===== config.mk =====
export PLATFORM = sky130hd
export DESIGN_NAME = sweep_seq
export DESIGN_NICKNAME = d
export VERILOG_FILES = /design/src/rtl/sweep_seq_pkg.sv /design/src/rtl/sweep_regs.sv /design/src/rtl/sweep_settle_cnt.sv /design/src/rtl/sweep_pt_cnt.sv /design/src/rtl/sweep_fsm.sv /design/src/rtl/sweep_seq.sv
export SDC_FILE = /design/constraint.sdc
export NUM_CORES = 1
export LEC_CHECK = 0
export ABC_AREA = 1
export BUFFER_PORTS_ARGS = -buffer_cell sky130_fd_sc_hd__buf_2
export CORE_MARGIN = 1.5
export CORE_UTILIZATION = 45
export DETAILED_ROUTE_END_ITERATION = 6
export PLACE_DENSITY = 0.69
export SLEW_MARGIN = 30
export SYNTH_ARGS = -nofsm -noshare
export SYNTH_HDL_FRONTEND = slang
export SYNTH_SLANG_ARGS = --single-unit

===== constraint.sdc =====
create_clock -name clk_i -period 5.05 [get_ports clk_i]
set_input_delay 1.01 -clock clk_i [delete_from_list [all_inputs] [get_ports clk_i]]
set_output_delay 1.01 -clock clk_i [all_outputs]
set_load 0.03 [all_outputs]

===== src/rtl/sweep_seq_pkg.sv =====
package sweep_seq_pkg;

  localparam int CMD_W = 4;

  localparam logic [CMD_W-1:0] CMD_INIT  = 4'h1;
  localparam logic [CMD_W-1:0] CMD_SWEEP = 4'h2;
  localparam logic [CMD_W-1:0] CMD_STBY  = 4'hB;

  typedef enum logic [2:0] {
    ST_OFF,
    ST_STBY,
    ST_INIT,
    ST_SETTLE,
    ST_MEAS,
    ST_HOLD
  } seq_state_e;

endpackage


===== src/rtl/sweep_regs.sv =====
module sweep_regs
  import sweep_seq_pkg::*;
#(
  parameter int ADDR_W = 8,
  parameter int DATA_W = 8,
  parameter logic [ADDR_W-1:0] CTRL_ADDR   = 'h80,
  parameter logic [ADDR_W-1:0] NPTS_ADDR   = 'h88,
  parameter logic [ADDR_W-1:0] SETTLE_ADDR = 'h8A,
  localparam int PAIR_W = 2 * DATA_W
) (
  input  logic              clk_i,
  input  logic              rst_ni,
  input  logic              wr_i,
  input  logic [ADDR_W-1:0] addr_i,
  input  logic [DATA_W-1:0] wdata_i,
  output logic              cmd_vld_o,
  output logic [CMD_W-1:0]  cmd_o,
  output logic [1:0]        range_o,
  output logic              gain5_o,
  output logic [PAIR_W-1:0] settle_o,
  output logic [PAIR_W-1:0] npts_o
);

  localparam logic [ADDR_W-1:0] NPTS_LO   = ADDR_W'(NPTS_ADDR + 1);
  localparam logic [ADDR_W-1:0] SETTLE_LO = ADDR_W'(SETTLE_ADDR + 1);

  logic [1:0]        range_q;
  logic              gain_q;
  logic [PAIR_W-1:0] settle_q;
  logic [PAIR_W-1:0] npts_q;

  assign cmd_vld_o = wr_i && (addr_i == CTRL_ADDR);
  assign cmd_o     = wdata_i[DATA_W-1 -: CMD_W];

  always_ff @(posedge clk_i or negedge rst_ni) begin
    if (!rst_ni) begin
      range_q  <= '0;
      gain_q   <= 1'b0;
      settle_q <= '0;
      npts_q   <= '0;
    end else if (wr_i) begin
      unique case (addr_i)
        CTRL_ADDR: begin
          range_q <= wdata_i[2:1];
          gain_q  <= wdata_i[0];
        end
        SETTLE_ADDR: settle_q[PAIR_W-1:DATA_W] <= wdata_i;
        SETTLE_LO:   settle_q[DATA_W-1:0]      <= wdata_i;
        NPTS_ADDR:   npts_q[PAIR_W-1:DATA_W]   <= wdata_i;
        NPTS_LO:     npts_q[DATA_W-1:0]        <= wdata_i;
        default: ;
      endcase
    end
  end

  assign range_o  = range_q;
  assign gain5_o  = gain_q;
  assign settle_o = settle_q;
  assign npts_o   = npts_q;

endmodule


===== src/rtl/sweep_settle_cnt.sv =====
module sweep_settle_cnt #(
  parameter int W = 16
) (
  input  logic         clk_i,
  input  logic         rst_ni,
  input  logic         load_i,
  input  logic [W-1:0] val_i,
  input  logic         en_i,
  input  logic         tick_i,
  output logic         zero_o
);

  logic [W-1:0] cnt_q;

  always_ff @(posedge clk_i or negedge rst_ni) begin
    if (!rst_ni)                          cnt_q <= '0;
    else if (load_i)                      cnt_q <= val_i;
    else if (en_i && tick_i && cnt_q != '0) cnt_q <= cnt_q - 1'b1;
  end

  assign zero_o = (cnt_q == '0);

endmodule


===== src/rtl/sweep_pt_cnt.sv =====
module sweep_pt_cnt #(
  parameter int W = 16
) (
  input  logic         clk_i,
  input  logic         rst_ni,
  input  logic         clr_i,
  input  logic         inc_i,
  input  logic [W-1:0] lim_i,
  output logic         last_o
);

  logic [W-1:0] idx_q;

  always_ff @(posedge clk_i or negedge rst_ni) begin
    if (!rst_ni)     idx_q <= '0;
    else if (clr_i)  idx_q <= '0;
    else if (inc_i)  idx_q <= idx_q + 1'b1;
  end

  assign last_o = (idx_q == lim_i);

endmodule


===== src/rtl/sweep_fsm.sv =====
module sweep_fsm
  import sweep_seq_pkg::*;
(
  input  logic             clk_i,
  input  logic             rst_ni,
  input  logic             cmd_vld_i,
  input  logic [CMD_W-1:0] cmd_i,
  input  logic             zero_i,
  input  logic             last_i,
  input  logic             done_i,
  output seq_state_e       state_o,
  output logic             load_o,
  output logic             pt_clr_o,
  output logic             pt_inc_o,
  output logic             meas_start_o,
  output logic             pt_done_o,
  output logic             step_o,
  output logic             swp_done_o,
  output logic             err_o
);

  seq_state_e state_q, state_d;
  logic accept, err_set, err_clr, done_pt, step_d, fin;
  logic pt_done_q, step_q, swp_q, err_q;

  always_comb begin
    state_d      = state_q;
    load_o       = 1'b0;
    pt_clr_o     = 1'b0;
    pt_inc_o     = 1'b0;
    meas_start_o = 1'b0;
    accept       = 1'b0;
    err_set      = 1'b0;
    err_clr      = 1'b0;
    done_pt      = 1'b0;
    step_d       = 1'b0;
    fin          = 1'b0;
    if (cmd_vld_i) begin
      unique case (cmd_i)
        CMD_STBY: begin
          state_d = ST_STBY;
          accept  = 1'b1;
          err_clr = 1'b1;
        end
        CMD_INIT: begin
          if (state_q == ST_STBY) begin
            state_d = ST_INIT;
            accept  = 1'b1;
          end else begin
            err_set = 1'b1;
          end
        end
        CMD_SWEEP: begin
          if (state_q == ST_STBY || state_q == ST_INIT) begin
            state_d  = ST_SETTLE;
            accept   = 1'b1;
            load_o   = 1'b1;
            pt_clr_o = 1'b1;
          end else begin
            err_set = 1'b1;
          end
        end
        default: ;
      endcase
    end
    // sequencing runs only when no command took over this cycle
    if (!accept) begin
      unique case (state_q)
        ST_SETTLE: if (zero_i) begin
          meas_start_o = 1'b1;
          state_d      = ST_MEAS;
        end
        ST_MEAS: if (done_i) begin
          done_pt = 1'b1;
          if (last_i) begin
            fin     = 1'b1;
            state_d = ST_HOLD;
          end else begin
            step_d   = 1'b1;
            pt_inc_o = 1'b1;
            load_o   = 1'b1;
            state_d  = ST_SETTLE;
          end
        end
        default: ;
      endcase
    end
  end

  always_ff @(posedge clk_i or negedge rst_ni) begin
    if (!rst_ni) begin
      state_q   <= ST_OFF;
      pt_done_q <= 1'b0;
      step_q    <= 1'b0;
      swp_q     <= 1'b0;
      err_q     <= 1'b0;
    end else begin
      state_q   <= state_d;
      pt_done_q <= done_pt;
      step_q    <= step_d;
      if (accept)   swp_q <= 1'b0;
      else if (fin) swp_q <= 1'b1;
      if (err_clr)      err_q <= 1'b0;
      else if (err_set) err_q <= 1'b1;
    end
  end

  assign state_o    = state_q;
  assign pt_done_o  = pt_done_q;
  assign step_o     = step_q;
  assign swp_done_o = swp_q;
  assign err_o      = err_q;

endmodule


===== src/rtl/sweep_seq.sv =====
module sweep_seq
  import sweep_seq_pkg::*;
#(
  parameter int ADDR_W = 8,
  parameter int DATA_W = 8,
  parameter logic [ADDR_W-1:0] CTRL_ADDR   = 'h80,
  parameter logic [ADDR_W-1:0] NPTS_ADDR   = 'h88,
  parameter logic [ADDR_W-1:0] SETTLE_ADDR = 'h8A
) (
  input  logic              clk_i,
  input  logic              rst_ni,
  input  logic              wr_i,
  input  logic [ADDR_W-1:0] addr_i,
  input  logic [DATA_W-1:0] wdata_i,
  input  logic              tick_i,
  input  logic              meas_done_i,
  output logic              exc_en_o,
  output logic              gnd_o,
  output logic              meas_start_o,
  output logic [1:0]        range_o,
  output logic              gain5_o,
  output logic              step_o,
  output logic              pt_done_o,
  output logic              swp_done_o,
  output logic              err_o
);

  localparam int PAIR_W = 2 * DATA_W;

  logic              cmd_vld;
  logic [CMD_W-1:0]  cmd;
  logic [PAIR_W-1:0] settle_val;
  logic [PAIR_W-1:0] npts_val;
  logic              load, pt_clr, pt_inc, zero, last;
  seq_state_e        state;

  sweep_regs #(
    .ADDR_W(ADDR_W), .DATA_W(DATA_W), .CTRL_ADDR(CTRL_ADDR),
    .NPTS_ADDR(NPTS_ADDR), .SETTLE_ADDR(SETTLE_ADDR)
  ) u_regs (
    .clk_i(clk_i), .rst_ni(rst_ni), .wr_i(wr_i), .addr_i(addr_i),
    .wdata_i(wdata_i), .cmd_vld_o(cmd_vld), .cmd_o(cmd),
    .range_o(range_o), .gain5_o(gain5_o),
    .settle_o(settle_val), .npts_o(npts_val)
  );

  sweep_settle_cnt #(.W(PAIR_W)) u_settle (
    .clk_i(clk_i), .rst_ni(rst_ni), .load_i(load), .val_i(settle_val),
    .en_i(state == ST_SETTLE), .tick_i(tick_i), .zero_o(zero)
  );

  sweep_pt_cnt #(.W(PAIR_W)) u_pts (
    .clk_i(clk_i), .rst_ni(rst_ni), .clr_i(pt_clr), .inc_i(pt_inc),
    .lim_i(npts_val), .last_o(last)
  );

  sweep_fsm u_fsm (
    .clk_i(clk_i), .rst_ni(rst_ni), .cmd_vld_i(cmd_vld), .cmd_i(cmd),
    .zero_i(zero), .last_i(last), .done_i(meas_done_i),
    .state_o(state), .load_o(load), .pt_clr_o(pt_clr), .pt_inc_o(pt_inc),
    .meas_start_o(meas_start_o), .pt_done_o(pt_done_o), .step_o(step_o),
    .swp_done_o(swp_done_o), .err_o(err_o)
  );

  assign gnd_o    = (state == ST_STBY);
  assign exc_en_o = (state == ST_INIT) || (state == ST_SETTLE) ||
                    (state == ST_MEAS) || (state == ST_HOLD);

endmodule


==> results of run 1 <==
[synth_stat cells]
master / n
inv_1: 72
xnor2_1: 2
or2_2: 2
nand3b_1: 6
nor2_1: 45
nand3_1: 58
buf_2: 4
nor3_1: 7
xor2_1: 16
ha_1: 2
nand3_2: 2
o21ai_0: 48
nand2_1: 182
nand3_4: 1
a21boi_0: 1
and2_1: 1
nand3b_4: 1
clkbuf_1: 6
nor2_2: 4
dfrtp_1: 74
nor3_2: 1
inv_2: 10
nand4_1: 29
nor3_4: 1
buf_6: 5
buf_4: 1
a21oi_1: 5
nand2_2: 5
[registers in the layout, indices dropped and copies added, names as in the netlist, 2 cells and up]
signal,cells
u_settle.cnt_q,16
u_regs.npts_o,16
u_regs.settle_o,16
u_regs.range_o,2
u_pts.idx_q,16
u_fsm.state_o,3
[layer usage]
layer | GRT usage, % | up-vias
met1 | 29.2 | 1868
met5 | 0 | -
li1 | - | 1941
met4 | 9.32 | 0
met3 | 3.61 | 21
met2 | 36.2 | 83
[logic make-up after synthesis]
logic type	after synthesis
flops	74
fa+ha+maj	2
simple gates	345
compound gates	54
xor+xnor	18
buf+inv	98
[layout by cell type, fill, tap and decap left out, drive strengths merged]
| master | n |
|---|---|
| nand4 | 29 |
| nor2 | 49 |
| clkinvlp | 3 |
| clkinv | 2 |
| dfrtp | 74 |
| inv | 82 |
| xnor2 | 2 |
| a21boi | 1 |
| o21ai | 48 |
| a21oi | 5 |
| bufinv | 1 |
| buf | 31 |
| xor2 | 16 |
| nand3 | 61 |
| clkbuf | 10 |
| nor3 | 9 |
| ha | 2 |
| or2 | 2 |
| and2 | 1 |
| nand3b | 7 |
| nand2 | 187 |
[path summary, 6_finish.rpt]
path	endpoint	slack, ns
max reg2reg	u_settle.cnt_q[14]	2.75
min reg2reg	u_regs.settle_o[2]	0.49
max in group asynchronous	u_regs.npts_o[11]	3.91
min	u_regs.settle_o[2]	0.49
max	meas_start_o	1.73
min in group asynchronous	u_settle.cnt_q[7]	0.65
[power breakdown]
part	total, W	internal (W)	switching [W]
Sequential	0.000814	0.000693	0.000121
Clock	0.000479	0.000241	0.000238
Combinational	0.000625	0.000229	0.000396
Total	0.00192	0.00116	0.000754
[worst min-delay path, delay by kind of cell (launching register included)]
family             cells  cell delay (ns)
DFF                    1             0.35
AOI/OAI and AO/OA      1             0.06
and+or+nand+nor        1             0.05
[per-stage QoR]
step                utilization (%)  instance area, um2
floorplan                         -                4280
global placement               48.7                4500
detailed placement             48.7                4500
CTS                            50.9                4700
global route                   50.9                4710
finish                         50.9                4710
[cell type report]
cell class	instances	share of cell area, %
Multi-Input combinational cell	419	42.9
Sequential cell	74	39.3
Inverter	82	6.54
Timing Repair Buffer	31	3.48
Tap cell	129	3.43
Clock buffer	10	2.92
Clock inverter	6	1.41
==> results_dict.tcl, run 1 <==
set metrics [dict create \
    finalCritPeriodShare_pct 65.8 \
    clkLatencyLatePin_ns 0.36 \
    synth_xor_area_share_pct 3.68 \
    htree_levels 3 \
    register_area_um2 1850 \
    drive_gt1_share_pct 11.9 \
    fin_nets 640 \
    wl_met3_um 383 \
    hpwl_um 7250 \
    hold_ws_ns 0.490 \
    hold_class "reg -> reg" \
    routed.top_layer "met4" \
    start_util_pct 46.4 \
    die_area_um2 10100 \
    finalSetupViolCount 0 \
    fp-row-count 35 \
    routedWlPerCell_um 13.6 \
    dieWidth_um 101 \
    dr_wl_met2_um 4840 \
    tightest_slew_ns 0.687 \
    fin_cells 751 \
    synth-compound-area-share_pct 6.37 \
    cts_sinks 74 \
    path_cells "inv_1 -> ha_1 -> nand2_1 -> nor2_1 -> nand3_1 -> nor2_1 -> nand2_1 -> inv_1 -> nand4_1 -> inv_1 -> buf_2" \
    r2r-start "u_settle.cnt_q[0]" \
    cpMaxStageDelayCell "dfrtp_1" \
    synthAdderAreaFrac_pct 0.584 \
    max_stage_delay_ns 0.39 \
    synth_top_cell_area_share_pct 43.2 \
    cts_tree "built" \
    dr.first_iter.drc_count 210 \
    cp_common_cell "inv_1" \
    die_h_um 101 \
    grt_overflow 0 \
    ir_drop_mv 0.186 \
    fillers 923 \
    fin_tns_setup_ns 0 \
    coreArea_um2 9240 \
    hold_depth 2 \
    multiInputGateArea_um2 2020 \
    vias 3913 \
    root_buffer "clkbuf_8" \
    hold_start "u_regs.settle_o[2]" \
    drt-met1-wl_um 4790 \
    cts_setup_buffers 0 \
    ys_seq_elements 74 \
    num_antenna_cells 0 \
    cts.repair.resized 0 \
    cts_inserted_buffers 9 \
    hold_buffers 0 \
    synth.area.top_cells "dfrtp_1 (43%), nand2_1 (16%), nand3_1 (6.8%)" \
    ys_warn_count 0 \
    slew_headroom_pct 54.2 \
    synth_area_um2 4280 \
    hold_violations 0 \
    maxSlewViolCount 0 \
    grt_pass1_vias 3682 \
    yosysSeqAreaShare_pct 43.2 \
    area_growth_syn_to_layout_pct 9.87 \
    avgSynthCellArea_um2 7.25 \
    p_leak_nw 2.44 \
    fin_ws_ns 1.73 \
    synthMuxAreaShare_pct 0 \
    critPathMaxFanout 4 \
    io_buffers 30 \
    place_ws_ns 1.87 \
    cap_violations 0 \
    total_power_w 0.00192 \
    path_class "reg -> out" \
    critical_path.top_delay_family "simple AND/OR/NAND/NOR gates" \
    reg2reg_depth 9 \
    cp_data_required_time_ns 4.04 \
    first_pass_iters 4 \
    grt_pass1_wl_um 17300 \
    synth_top_family_by_area "simple AND/OR/NAND/NOR gates" \
    cp-start-kind "flip-flop" \
    antenna_found_initial 0 \
    outcome "finished clean" \
    viasPerCell 5.21 \
    yosysTopAreaCell "dfrtp_1" \
    gp_congestion 0.833 \
    grt.total_usage_pct 22.1 \
    synthSimpleGateAreaFrac_pct 36.5 \
    syn_nets 614 \
    critPathArrivalTime_ns 2.31 \
    cp-startpoint "u_settle.cnt_q[0]" \
    drt_wl_total_um 10200 \
    drc 0 \
    fin_skew_ns 0.0128 \
    power.density_nw_per_um2 407 \
    syn_inst 591 \
    critPathBufInv 4 \
    grt_max_degree 75 \
    ioPinCount 31 \
    crit_path_end_kind "primary output" \
    max_freq_ghz 0.301 \
    yosysUniqueCellTypes 28 \
    period_needed_ns 3.32 \
    rsz0062_at_grt "no" \
    path_depth 11 \
    dpl.cell_count 735 \
    clk_pin_slew_ns 0.09 \
    drtAntennaViolNets 0 \
    clockBufferDepth 2 \
]
Note: power is estimated with default switching activity, not from simulation.
==> inputs of run 2 (changes only) <==
==> constraint.sdc (replaced) <==
create_clock -name clk_i -period 3.2 [get_ports clk_i]
set_input_delay 0.64 -clock clk_i [delete_from_list [all_inputs] [get_ports clk_i]]
set_output_delay 0.64 -clock clk_i [all_outputs]
set_load 0.03 [all_outputs]
==> results_dict.tcl, run 2 (synthesis gave the netlist of run 1 again) <==
set metrics [dict create \
    fin_ws_ns 0.370 \
    cts_tree "built" \
    place_ws_ns 0.770 \
    final_common_cell "nand2_1" \
    ioPinCount 31 \
    reg2reg_depth 9 \
    tightest_slew_ns 0.671 \
    die_area_um2 10100 \
    num_antenna_cells 0 \
    r2r-start "u_settle.cnt_q[0]" \
    mostFrequentLayoutCells "nand2_1 (182), dfrtp_1 (74), inv_1 (72), nand3_1 (58), o21ai_0 (48)" \
    p_int_w 0.00189 \
    fin_tns_setup_ns 0 \
    period_needed_ns 2.83 \
    area_growth_syn_to_layout_pct 10.1 \
    cp_data_required_time_ns 2.56 \
    cp-startpoint "u_settle.cnt_q[0]" \
    coreArea_um2 9240 \
    drt_wl_total_um 9940 \
    postLayoutCoreUtil_pct 51.1 \
    hold_buffers 0 \
    grt.total_usage_pct 20.9 \
    htree_levels 3 \
    path_class "reg -> out" \
    power.density_nw_per_um2 645 \
    p_sw_w 0.00115 \
    grt_overflow 0 \
    io_buffers 30 \
    fin_skew_ns 0.0102 \
    cp-start-kind "flip-flop" \
    gp_congestion 0.852 \
    total_power_w 0.00304 \
    outcome "finished clean" \
    combPwrFrac_pct 32.5 \
    r2r_setup_slack_ns 0.96 \
    finalCritPeriodShare_pct 88.4 \
    clockBufferDepth 2 \
    grt_pass1_vias 3507 \
    cts.repair.resized 0 \
    antenna_found_initial 0 \
    start_util_pct 46.4 \
    max_freq_ghz 0.353 \
    slew_headroom_pct 55.3 \
    routedWlPerCell_um 13.2 \
    cts_sinks 74 \
    clkLatencyLatePin_ns 0.34 \
    cts_inserted_buffers 9 \
    root_buffer "clkbuf_8" \
    drtAntennaViolNets 0 \
    ir_drop_mv 0.407 \
    grt_max_degree 75 \
    crit_path_end_kind "primary output" \
    grt_pass1_wl_um 16600 \
    dieWidth_um 101 \
    finalSetupViolCount 0 \
    cap_violations 0 \
    maxSlewViolCount 0 \
    critPathArrivalTime_ns 2.19 \
    hold_class "in -> async" \
    vias 3897 \
    drive_gt1_share_pct 11.7 \
    first_pass_iters 5 \
    r2r-end "u_settle.cnt_q[3]" \
    hold_violations 0 \
    hpwl_um 7200 \
    p_clk_share_pct 25.3 \
    fp-row-count 35 \
    sw_frac_of_total_pct 37.8 \
    p_leak_nw 2.44 \
    cts_setup_buffers 0 \
    cp-endpoint "meas_start_o" \
    dr.first_iter.drc_count 275 \
    critPathMaxFanout 4 \
    fin_nets 641 \
    rsz0062_at_grt "no" \
    clk_pin_slew_ns 0.08 \
    drc 0 \
    die_h_um 101 \
    power_frac_seq_pct 42.1 \
    viasPerCell 5.19 \
]
[run 2: metrics by stage]
stage | std cells | cell area [um2] | hold slack (ns)
final | 751 | 4720 | 0.321
after global routing | 751 | 4720 | 0.384
after CTS | 751 | 4710 | 0.477
after detailed placement | 736 | 4510 | 0.474
after floorplan | 591 | 4280 | 0.344
after global placement | 736 | 4510 | 0.468
[run 2: critical path, stage by stage (launching register included)]
cell and delay (ns):
dfrtp_1 0.39, inv_1 0.11, ha_1 0.20, nand2_1 0.13, nor2_1 0.20, nand3_1 0.13, nor2_1 0.15, nand2_1 0.09
inv_1 0.07, nand4_1 0.11, inv_1 0.07, buf_2 0.19
[run 2: layout make-up]
cell class / count / area, um2
clock inverters: 5 / 80.1
well taps: 129 / 161
clock buffers: 10 / 128
fillers: 893 / 4520
flip-flops and latches: 74 / 1850
multi-input cells: 419 / 2020
repair buffers: 32 / 171
inverters: 82 / 308
[run 2: routing by layer]
metal / up-vias / global-route usage, % / wire length (um)
met5: - / 0 / 0
met2: 102 / 34.6 / 4790
met4: 0 / 8.56 / 189
li1: 1941 / - / -
met1: 1840 / 27.7 / 4550
met3: 14 / 2.77 / 423
[run 2: power by group through the flow]
stage | combinational, W | sequential, W | clock, W
2_1_floorplan | 0.000777 | 0.00126 | 0
3_3_place_gp | 0.000960 | 0.00129 | 0
3_5_place_dp | 0.000982 | 0.00130 | 0
4_1_cts | 0.000990 | 0.00128 | 0.000788
5_1_grt | 0.00113 | 0.00131 | 0.000822
6_report | 0.000990 | 0.00128 | 0.000770
[run 2: how the worst min path moves through the flow]
stage / from / to / slack, ns / depth (start not counted)
detailed placement: u_regs.settle_o[3] / u_regs.settle_o[3] / 0.47 / 2
floorplan: rst_ni / u_fsm.err_o / 0.34 / 0
global placement: u_regs.settle_o[4] / u_regs.settle_o[4] / 0.47 / 2
finish: rst_ni / u_fsm.step_o / 0.32 / 1
CTS: rst_ni / u_settle.cnt_q[1] / 0.48 / 1
global route: rst_ni / u_pts.idx_q[8] / 0.38 / 1
==> inputs of run 3 (changes only) <==
--- a/config.mk
+++ b/config.mk
@@ -7,11 +7,14 @@
 export LEC_CHECK = 0
 export ABC_AREA = 1
 export BUFFER_PORTS_ARGS = -buffer_cell sky130_fd_sc_hd__buf_2
+export CELL_PAD_IN_SITES_DETAIL_PLACEMENT = 0
+export CELL_PAD_IN_SITES_GLOBAL_PLACEMENT = 1
 export CORE_MARGIN = 1.5
-export CORE_UTILIZATION = 45
+export CORE_UTILIZATION = 44
 export DETAILED_ROUTE_END_ITERATION = 6
-export PLACE_DENSITY = 0.69
+export PLACE_DENSITY = 0.86
 export SLEW_MARGIN = 30
 export SYNTH_ARGS = -nofsm -noshare
 export SYNTH_HDL_FRONTEND = slang
 export SYNTH_SLANG_ARGS = --single-unit
+export TNS_END_PERCENT = 30
==> results_dict.tcl, run 3 (synthesis gave the netlist of run 1 again) <==
set metrics [dict create \
    hpwl_um 7260 \
    cts_setup_buffers 0 \
    mostFrequentLayoutCells "nand2_1 (182), dfrtp_1 (74), inv_1 (72), nand3_1 (58), o21ai_0 (48)" \
    dieWidth_um 102 \
    cp_data_required_time_ns 2.56 \
    r2r_setup_slack_ns 0.97 \
    die_area_um2 10300 \
    cts_inserted_buffers 9 \
    critPathArrivalTime_ns 2.17 \
    slew_headroom_pct 54.0 \
    gp_congestion 0.818 \
    critPathMaxFanout 4 \
    clk_pin_slew_ns 0.08 \
    grt_pass1_wl_um 17300 \
    die_h_um 102 \
    fin_tns_setup_ns 0 \
    finalSetupViolCount 0 \
    power.density_nw_per_um2 633 \
    grt_overflow 0 \
    cap_violations 0 \
    ioPinCount 31 \
    maxSlewViolCount 0 \
    dpl.cell_count 737 \
    drc 0 \
    vias 3794 \
    drive_gt1_share_pct 12.2 \
    outcome "finished clean" \
    crit_path_end_kind "primary output" \
    grt_max_degree 75 \
    tightest_slew_ns 0.690 \
    fin_skew_ns 0.0144 \
    fin_nets 642 \
    root_buffer "clkbuf_8" \
    ir_drop_mv 0.309 \
    period_needed_ns 2.81 \
    hold_buffers 0 \
    start_util_pct 45.9 \
    routedWlPerCell_um 13.4 \
    clockBufferDepth 2 \
    io_buffers 30 \
    finalCritPeriodShare_pct 87.8 \
    r2r-start "u_settle.cnt_q[0]" \
    r2r-end "u_settle.cnt_q[14]" \
    rsz0062_at_grt "no" \
    grt.total_usage_pct 21.7 \
    path_class "reg -> out" \
    cts_tree "built" \
    cp-start-kind "flip-flop" \
    area_growth_syn_to_layout_pct 9.99 \
    clkLatencyLatePin_ns 0.35 \
    hold_class "in -> async" \
    cts.repair.resized 0 \
    cts_sinks 74 \
    htree_levels 3 \
    hold_violations 0 \
    fp-row-count 35 \
    first_pass_iters 4 \
    dr.first_iter.drc_count 191 \
    num_antenna_cells 0 \
    drt_wl_total_um 10100 \
    grt_pass1_vias 3542 \
    p_leak_nw 2.44 \
    fin_cells 753 \
    drtAntennaViolNets 0 \
    cp-startpoint "u_settle.cnt_q[0]" \
    cp-endpoint "meas_start_o" \
    viasPerCell 5.04 \
    reg2reg_depth 9 \
    antenna_found_initial 0 \
    final_common_cell "nand2_1" \
    coreArea_um2 9330 \
    max_freq_ghz 0.356 \
]
==> run 3: cell count changes in the layout (fill, tap and decap cells not counted) <==
| cell | delta |
|---|---|
| buf_4 | +1 |
| clkinv_2 | +1 |
| clkbuf_1 | -1 |
| clkinvlp_4 | +2 |
| bufinv_16 | -1 |
==> run 3: stage by stage <==
| step | util [%] | setup WS [ns] | area (um2) | total power [W] | hold WS [ns] |
|---|---|---|---|---|---|
| 5_1_grt | 50.5 | 0.206 | 4710 | 0.00322 | 0.366 |
| 4_1_cts | 50.5 | 0.405 | 4710 | 0.00300 | 0.472 |
| 6_report | 50.5 | 0.392 | 4710 | 0.00298 | 0.298 |
| 3_5_place_dp | 48.4 | 0.779 | 4510 | 0.00227 | 0.474 |
| 2_1_floorplan | - | 1.00 | 4280 | 0.00203 | 0.344 |
| 3_3_place_gp | 48.4 | 0.800 | 4510 | 0.00226 | 0.469 |
==> run 3: area by class of cell <==
| type | count | area (um2) |
|---|---|---|
| clock buffers | 9 | 124 |
| well taps | 129 | 161 |
| clock inverters | 7 | 70.1 |
| multi-input cells | 419 | 2020 |
| repair buffers | 33 | 179 |
| fillers | 931 | 4620 |
| flip-flops and latches | 74 | 1850 |
| inverters | 82 | 308 |
==> run 3: power breakdown <==
group / switching [W] / internal (W)
Combinational: 0.000612 / 0.000364
Sequential: 0.000187 / 0.00109
Clock: 0.000369 / 0.000357
Total: 0.00117 / 0.00182
==> run 3: worst min-delay path by stage <==
stage	end	start	slack (ns)
after floorplan	u_fsm.err_o	rst_ni	0.34
after global placement	u_regs.settle_o[0]	u_regs.settle_o[0]	0.47
after detailed placement	u_regs.settle_o[3]	u_regs.settle_o[3]	0.47
after CTS	u_pts.idx_q[7]	rst_ni	0.47
after global routing	u_pts.idx_q[4]	rst_ni	0.37
final	u_fsm.step_o	rst_ni	0.30
==> run 3: layer usage <==
metal	track usage [%]	up-vias	part of all wire, %	wire length (um)
li1	-	1933	-	-
met1	32.3	1774	51	5110
met2	32.4	73	45	4500
met3	3.17	14	3.5	351
met4	7.37	0	1.4	142
met5	0	-	0	0
==> run 3: worst max-delay path, stage by stage, from the launching register on <==
cell and delay, ns:
dfrtp_1 0.39, inv_1 0.11, ha_1 0.19, nand2_1 0.13
nor2_1 0.22, nand3_1 0.13, nor2_1 0.14, nand2_1 0.09
inv_1 0.08, nand4_1 0.10, inv_1 0.06, buf_2 0.19
